$ cat src/rtl/hpd_intr_pkg.sv
package hpd_intr_pkg;

  // register word addresses
  localparam int ADR_CFG   = 0;
  localparam int ADR_STAT  = 1;
  localparam int ADR_CLR   = 2;
  localparam int ADR_MASK  = 3;
  localparam int ADR_LEVEL = 4;

  // status bit positions
  localparam int BIT_CORE = 0;
  localparam int BIT_RISE = 1;
  localparam int BIT_FALL = 2;
  localparam int NUM_SRC  = 3;

  typedef enum logic [2:0] {
    SEL_CFG   = 3'd0,
    SEL_STAT  = 3'd1,
    SEL_CLR   = 3'd2,
    SEL_MASK  = 3'd3,
    SEL_LEVEL = 3'd4,
    SEL_NONE  = 3'd7
  } regSel_e;

  typedef struct packed {
    logic    cfgWr;
    logic    clrWr;
    logic    maskWr;
    logic    rdReq;
    regSel_e rdSel;
  } strobes_t;

endpackage

$ cat src/rtl/hpd_intr_ctrl.sv
module hpd_intr_ctrl
  import hpd_intr_pkg::*;
#(
  parameter int ADDR_W = 3
) (
  input  logic              clk,
  input  logic              rstN,
  input  logic              busWrEn,
  input  logic              busRdEn,
  input  logic [ADDR_W-1:0] busAddr,
  output strobes_t          stb,
  output logic              busRdValid
);

  regSel_e sel;

  // address decode
  always_comb begin
    if (busAddr == ADDR_W'(ADR_CFG))        sel = SEL_CFG;
    else if (busAddr == ADDR_W'(ADR_STAT))  sel = SEL_STAT;
    else if (busAddr == ADDR_W'(ADR_CLR))   sel = SEL_CLR;
    else if (busAddr == ADDR_W'(ADR_MASK))  sel = SEL_MASK;
    else if (busAddr == ADDR_W'(ADR_LEVEL)) sel = SEL_LEVEL;
    else                                    sel = SEL_NONE;
  end

  always_comb begin
    stb.cfgWr  = busWrEn && (sel == SEL_CFG);
    stb.clrWr  = busWrEn && (sel == SEL_CLR);
    stb.maskWr = busWrEn && (sel == SEL_MASK);
    stb.rdReq  = busRdEn;
    stb.rdSel  = sel;
  end

  // read data is registered in the datapath, so valid trails the request by one cycle
  always_ff @(posedge clk) begin
    if (!rstN) busRdValid <= 1'b0;
    else       busRdValid <= busRdEn;
  end

endmodule

$ cat src/rtl/hpd_intr_dp.sv
module hpd_intr_dp
  import hpd_intr_pkg::*;
#(
  parameter int DATA_W    = 32,
  parameter int DIV_W     = 4,
  parameter int DIV_LSB   = 12,
  parameter int CNT_W     = 8,
  parameter int DIV_RESET = 10,
  parameter int CNT_RESET = 160
) (
  input  logic              clk,
  input  logic              rstN,
  input  logic              hpdRaw,
  input  logic              coreIrq,
  input  strobes_t          stb,
  input  logic [DATA_W-1:0] wrData,
  output logic [DATA_W-1:0] rdData,
  output logic              irqOut,
  output logic              levelQ,
  output logic [NUM_SRC-1:0] statQ
);

  localparam int CFG_W = DIV_LSB + DIV_W;
  localparam logic [CFG_W-1:0] DIV_FIELD = {{(CFG_W-DIV_W){1'b0}}, {DIV_W{1'b1}}} << DIV_LSB;
  localparam logic [CFG_W-1:0] CNT_FIELD = {{(CFG_W-CNT_W){1'b0}}, {CNT_W{1'b1}}};
  localparam logic [CFG_W-1:0] CFG_KEEP  = DIV_FIELD | CNT_FIELD;
  localparam logic [CFG_W-1:0] CFG_INIT  =
    (CFG_W'(DIV_RESET) << DIV_LSB) | (CFG_W'(CNT_RESET) & CNT_FIELD);

  logic [CFG_W-1:0]   cfgQ;
  logic [NUM_SRC-1:0] maskQ;
  logic [1:0]         syncQ;
  logic [DIV_W-1:0]   preQ;
  logic [CNT_W-1:0]   stabQ;
  logic [DIV_W-1:0]   divVal;
  logic [CNT_W-1:0]   needVal;
  logic               sampled;
  logic               tick;
  logic               mismatch;
  logic [CNT_W:0]     cntNext;
  logic               flip;
  logic [NUM_SRC-1:0] setVec;
  logic [NUM_SRC-1:0] clrVec;

  assign divVal  = cfgQ[DIV_LSB +: DIV_W];
  assign needVal = cfgQ[CNT_W-1:0];

  // configuration and mask registers
  always_ff @(posedge clk) begin
    if (!rstN) begin
      cfgQ  <= CFG_INIT;
      maskQ <= '0;
    end else begin
      if (stb.cfgWr)  cfgQ  <= wrData[CFG_W-1:0] & CFG_KEEP;
      if (stb.maskWr) maskQ <= wrData[NUM_SRC-1:0];
    end
  end

  // two-flop synchronizer
  always_ff @(posedge clk) begin
    if (!rstN) syncQ <= '0;
    else       syncQ <= {syncQ[0], hpdRaw};
  end
  assign sampled = syncQ[1];

  // tick prescaler: one tick every divVal+1 clocks
  assign tick = (preQ == divVal);
  always_ff @(posedge clk) begin
    if (!rstN)     preQ <= '0;
    else if (tick) preQ <= '0;
    else           preQ <= preQ + 1'b1;
  end

  // stable-sample filter
  assign mismatch = (sampled != levelQ);
  assign cntNext  = {1'b0, stabQ} + 1'b1;
  assign flip     = tick && mismatch && (cntNext >= {1'b0, needVal});

  always_ff @(posedge clk) begin
    if (!rstN) begin
      stabQ  <= '0;
      levelQ <= 1'b0;
    end else if (!mismatch) begin
      stabQ <= '0;
    end else if (tick) begin
      if (flip) begin
        stabQ  <= '0;
        levelQ <= ~levelQ;
      end else begin
        stabQ <= cntNext[CNT_W-1:0];
      end
    end
  end

  // event sources and write-one-to-clear
  always_comb begin
    setVec           = '0;
    setVec[BIT_CORE] = coreIrq;
    setVec[BIT_RISE] = flip && !levelQ;
    setVec[BIT_FALL] = flip && levelQ;
    clrVec = stb.clrWr ? wrData[NUM_SRC-1:0] : '0;
  end

  for (genvar i = 0; i < NUM_SRC; i++) begin : g_stat
    always_ff @(posedge clk) begin
      if (!rstN)          statQ[i] <= 1'b0;
      else if (setVec[i]) statQ[i] <= 1'b1;
      else if (clrVec[i]) statQ[i] <= 1'b0;
    end
  end

  assign irqOut = |(statQ & maskQ);

  // registered read mux
  always_ff @(posedge clk) begin
    if (!rstN) begin
      rdData <= '0;
    end else if (stb.rdReq) begin
      case (stb.rdSel)
        SEL_CFG:   rdData <= DATA_W'(cfgQ);
        SEL_STAT:  rdData <= DATA_W'(statQ);
        SEL_MASK:  rdData <= DATA_W'(maskQ);
        SEL_LEVEL: rdData <= DATA_W'(levelQ);
        default:   rdData <= '0;
      endcase
    end
  end

endmodule

$ cat src/rtl/hpd_intr_top.sv
module hpd_intr_top
  import hpd_intr_pkg::*;
#(
  parameter int ADDR_W    = 3,
  parameter int DATA_W    = 32,
  parameter int DIV_W     = 4,
  parameter int DIV_LSB   = 12,
  parameter int CNT_W     = 8,
  parameter int DIV_RESET = 10,
  parameter int CNT_RESET = 160
) (
  input  logic              clk,
  input  logic              rstN,
  input  logic              hpdRaw,
  input  logic              coreIrq,
  input  logic              busWrEn,
  input  logic              busRdEn,
  input  logic [ADDR_W-1:0] busAddr,
  input  logic [DATA_W-1:0] busWrData,
  output logic [DATA_W-1:0] busRdData,
  output logic              busRdValid,
  output logic              irqOut
);

  strobes_t           stb;
  logic               levelW;
  logic [NUM_SRC-1:0] statW;

  hpd_intr_ctrl #(.ADDR_W(ADDR_W)) u_ctrl (
    .clk        (clk),
    .rstN       (rstN),
    .busWrEn    (busWrEn),
    .busRdEn    (busRdEn),
    .busAddr    (busAddr),
    .stb        (stb),
    .busRdValid (busRdValid)
  );

  hpd_intr_dp #(
    .DATA_W    (DATA_W),
    .DIV_W     (DIV_W),
    .DIV_LSB   (DIV_LSB),
    .CNT_W     (CNT_W),
    .DIV_RESET (DIV_RESET),
    .CNT_RESET (CNT_RESET)
  ) u_dp (
    .clk     (clk),
    .rstN    (rstN),
    .hpdRaw  (hpdRaw),
    .coreIrq (coreIrq),
    .stb     (stb),
    .wrData  (busWrData),
    .rdData  (busRdData),
    .irqOut  (irqOut),
    .levelQ  (levelW),
    .statQ   (statW)
  );

endmodule

$ cat config.mk
export PLATFORM = sky130hd
export DESIGN_NAME = hpd_intr_top
export DESIGN_NICKNAME = d
export VERILOG_FILES = /design/src/rtl/hpd_intr_pkg.sv /design/src/rtl/hpd_intr_ctrl.sv /design/src/rtl/hpd_intr_dp.sv /design/src/rtl/hpd_intr_top.sv
export SDC_FILE = /design/constraint.sdc
export NUM_CORES = 1
export LEC_CHECK = 0
export BUFFER_PORTS_ARGS = -buffer_cell sky130_fd_sc_hd__buf_4
export CORE_MARGIN = 10
export CORE_UTILIZATION = 51
export DETAILED_ROUTE_END_ITERATION = 6
export GPL_TIMING_DRIVEN = 1
export PLACE_DENSITY = 0.77
export SLEW_MARGIN = 20
export SYNTH_ARGS = -nofsm -noshare
export SYNTH_HDL_FRONTEND = slang
export SYNTH_SLANG_ARGS = --single-unit
$ cat constraint.sdc
create_clock -name clk -period 3 [get_ports clk]
set_clock_uncertainty 0.15 [all_clocks]
set_input_delay 0.45 -clock clk [delete_from_list [all_inputs] [get_ports clk]]
set_output_delay 0.45 -clock clk [all_outputs]
set_load 0.05 [all_outputs]
==> key figures <==
Status
  – Status: finished clean

Drt
  – Iteration-0 DRC Markers: 97
  – Post-route DRC: 0
  – Drt pass-1 iters: 4
  – DR WL/cell: 13.67 um
  – Total number of vias: around 1900
  – ANT nets after route: 0
  – Routed WL: a little over 5000 um
  – Routed vias/inst: between 5 and 6

Synthesis
  – Distinct cell type count after synthesis: 45
  – Compound-Gate Fraction of Synth Area: 0.1440
  – Synth Warn #: 0
  – Syn avg cell area: around 8.6 um^2
  – Synthesized instance count: 286
  – Seq/Total Area, Yosys: 0.3759
  – Yosys reg bits: 46
  – XOR/XNOR share of the synthesized area: 0.04290
  – Synth area leader: dfxtp_1
  – Synth async-reset ratio: 0
  – Simple-gate share of the synthesized area: 0.2497
  – Post-synth top area share: 0.3759
  – Top cells by area, synth: dfxtp_1 38%, nor2b_1 7.4%, nand2_1 6.3%, buf_4 6.1%, ha_1 5.1%
  – Number of synthesized flops with an enable pin: 0
  – Multiplexer share of the synthesized area: 0.03269
  – Synthesized area: about 0.0024 mm^2
  – Synth Area in Adders: 0.05107
  – Ys flop type: dfxtp_1
  – Combinational family with the most area after synthesis: simple AND/OR/NAND/NOR gates

CTS
  – CTS H-Tree Depth: 2
  – Clock latency on the worst-skew pair: 310 ps
  – Root buf cell: clkbuf_8
  – Clock Path Buffers: 2
  – Clock buffer count from CTS: 5
  – CTS clk-pin slew, worst paths: 90 ps
  – Post-CTS setup buffers: 0
  – TritonCTS Sinks: 46
  – CTS tree: built

Global routing
  – Initial antenna violation count: 0
  – Total grt overflow: 0
  – Largest net degree at the start of global routing: 41
  – All-layer global routing usage: 0.1345
  – Global-route wire length before repair: 8549 um
  – Vias in the first global route: 1869

Timing
  – RSZ-0062 raised after global routing: false
  – Max_slew headroom: 0.5065
  – Final Cycle Share: 0.9359
  – Setup_tns: 0 ps
  – Setup violators final: 0
  – Slew Limit Fails: 0
  – Fin. Hold Viols: 0
  – Hold Slack: ~200 ps
  – Max Fclk: approximately 360 MHz
  – Slew @ Worst Pin: approximately 740 ps
  – Fin crit period: 2808 ps

Finish
  – Diodes inserted: 0
  – Multi-input gate area: 0.001355 mm^2
  – Syn-to-layout area delta: 13.53%
  – Most common cell after layout, fill and taps aside: dfxtp_1
  – Most frequent cells in the layout: 46 x dfxtp_1, 41 x nand2_1, 35 x buf_4
  – Reg area: 920.9 um^2
  – # fillers: 440
  – Final net count: around 370
  – Ratio of cells with drive above 1 in the final layout: 0.1778
  – Non-filler cells, final: roughly 370

Floorplanning
  – Initial Util: 0.5221
  – I/O pin count: 75
  – Die Span X: ~89 um
  – Core Footprint: around 0.0047 mm^2
  – Die ar.: 0.007976 mm^2
  – Row count: 25
  – Die Span Y: 89.31 um

Pwr
  – Leak pwr: ~1.2 nW
  – VDD IR max: roughly 0.00029 V
  – PnR Total Power: around 0.0013 W
  – PD cells: between 400 and 500 mW/mm^2

Critical path
  – Crit Path Category: flip-flop to flip-flop
  – CP endpoint kind: flip-flop
  – Crit path required time: between 3000 and 4000 ps
  – CP Data Arrival Time: approximately 2900 ps
  – CP max FO: 12
  – Crit path launch type: flip-flop

Place
  – Routability-driven placement congestion ratio: 0.8019
  – Placed cells: roughly 360
  – Post-DP HPWL: 3712 um
  – Number of I/O port buffers: 34

Hold path
  – Worst Hold Class: input port to flip-flop

Run
  – MaxCap Viol Count: 0
[cell usage after synthesis, types with 2 or more instances]
master / n
a21boi_0: 9
a21o_1: 2
a21oi_1: 18
a31o_2: 2
a31oi_1: 5
and2_1: 5
buf_2: 5
buf_4: 20
clkbuf_1: 7
dfxtp_1: 46
ha_1: 10
inv_1: 10
mux2i_1: 8
nand2_1: 41
nand3_1: 8
nand3_2: 2
nand4_1: 5
nor2_1: 9
nor2b_1: 29
nor3_1: 3
nor4_1: 2
o211ai_1: 5
o21ai_0: 2
o22ai_1: 2
xnor2_1: 8
xor2_1: 4
[sequential cells by signal (all words and copies together), names as in the netlist]
| signal | cells |
|---|---|
| u_dp.cfgQ | 12 |
| u_dp.syncQ | 2 |
| u_dp.stabQ | 8 |
| u_dp.maskQ | 3 |
| u_ctrl.busRdValid | 1 |
| u_dp.rdData | 12 |
| u_dp.preQ | 4 |
| u_dp.levelQ | 1 |
| u_dp.statQ | 3 |
[worst paths after layout]
path                      start            end  slack (ps)  cells past startpoint
hold reg to reg   u_dp.syncQ[0]  u_dp.syncQ[1]         300                      1
setup reg to reg  u_dp.stabQ[0]  u_dp.statQ[2]         190                     10
setup / recovery  u_dp.stabQ[0]  u_dp.statQ[2]         190                     10
hold / removal           hpdRaw  u_dp.syncQ[0]         200                      2
[logic make-up after synthesis]
kind of cell / after synthesis
and+or+nand+nor: 115
AOI/OAI and AO/OA: 51
DFF: 46
buffers and inverters: 43
xor gates and xnor gates: 12
adders and majority gates: 10
muxes: 8
other: 1
[stage by stage]
| step | utilization | worst slack, ps | area (um^2) |
|---|---|---|---|
| floorplan | - | 483.6 | 2521 |
| global placement | 0.5624 | 256.3 | 2639 |
| detailed placement | 0.5624 | 179.7 | 2639 |
| CTS | 0.5917 | 153.8 | 2776 |
| global route | 0.5928 | 12.41 | 2781 |
| finish | 0.5928 | 192.3 | 2781 |
[critical path, stage by stage (launching register included)]
cell      delay (ps)
dfxtp_1          430
ha_2             260
nand3_2          180
nor2_2           190
xor2_1           170
ha_1             270
and3_4           160
a221oi_2         280
o31a_4           280
a21oi_4           80
a31o_2           260
[power by group]
| group | internal [W] | switching, W |
|---|---|---|
| Clock | 0.000334 | 0.000219 |
| Combinational | 0.0000440 | 0.000107 |
| Sequential | 0.000624 | 0.0000103 |
| Total | 0.00100 | 0.000336 |
[metal layers]
layer,global-route usage,vias up,routed length [um]
met5,0,-,0
met4,0.04769,0,76
met3,0.04102,7,340
met2,0.2251,42,2407
met1,0.1585,874,2220
li1,-,985,-
[area by class of cell]
type,count,area share
Timing Repair Buffer,35,0.09447
Inverter,10,0.01350
Clock buffer,5,0.02474
Clock inverter,3,0.02474
Tap cell,54,0.02429
Sequential cell,46,0.3311
Multi-Input combinational cell,216,0.4872
[timing repair]
| action | CTS | global route |
|---|---|---|
| setup endpoints to repair | 0 | 2 |
| hold buffers | 0 | 0 |
| gates resized for setup | 0 | 2 |
| endpoints found under the hold margin | 0 | 0 |
(Power assumes the default switching activity.)
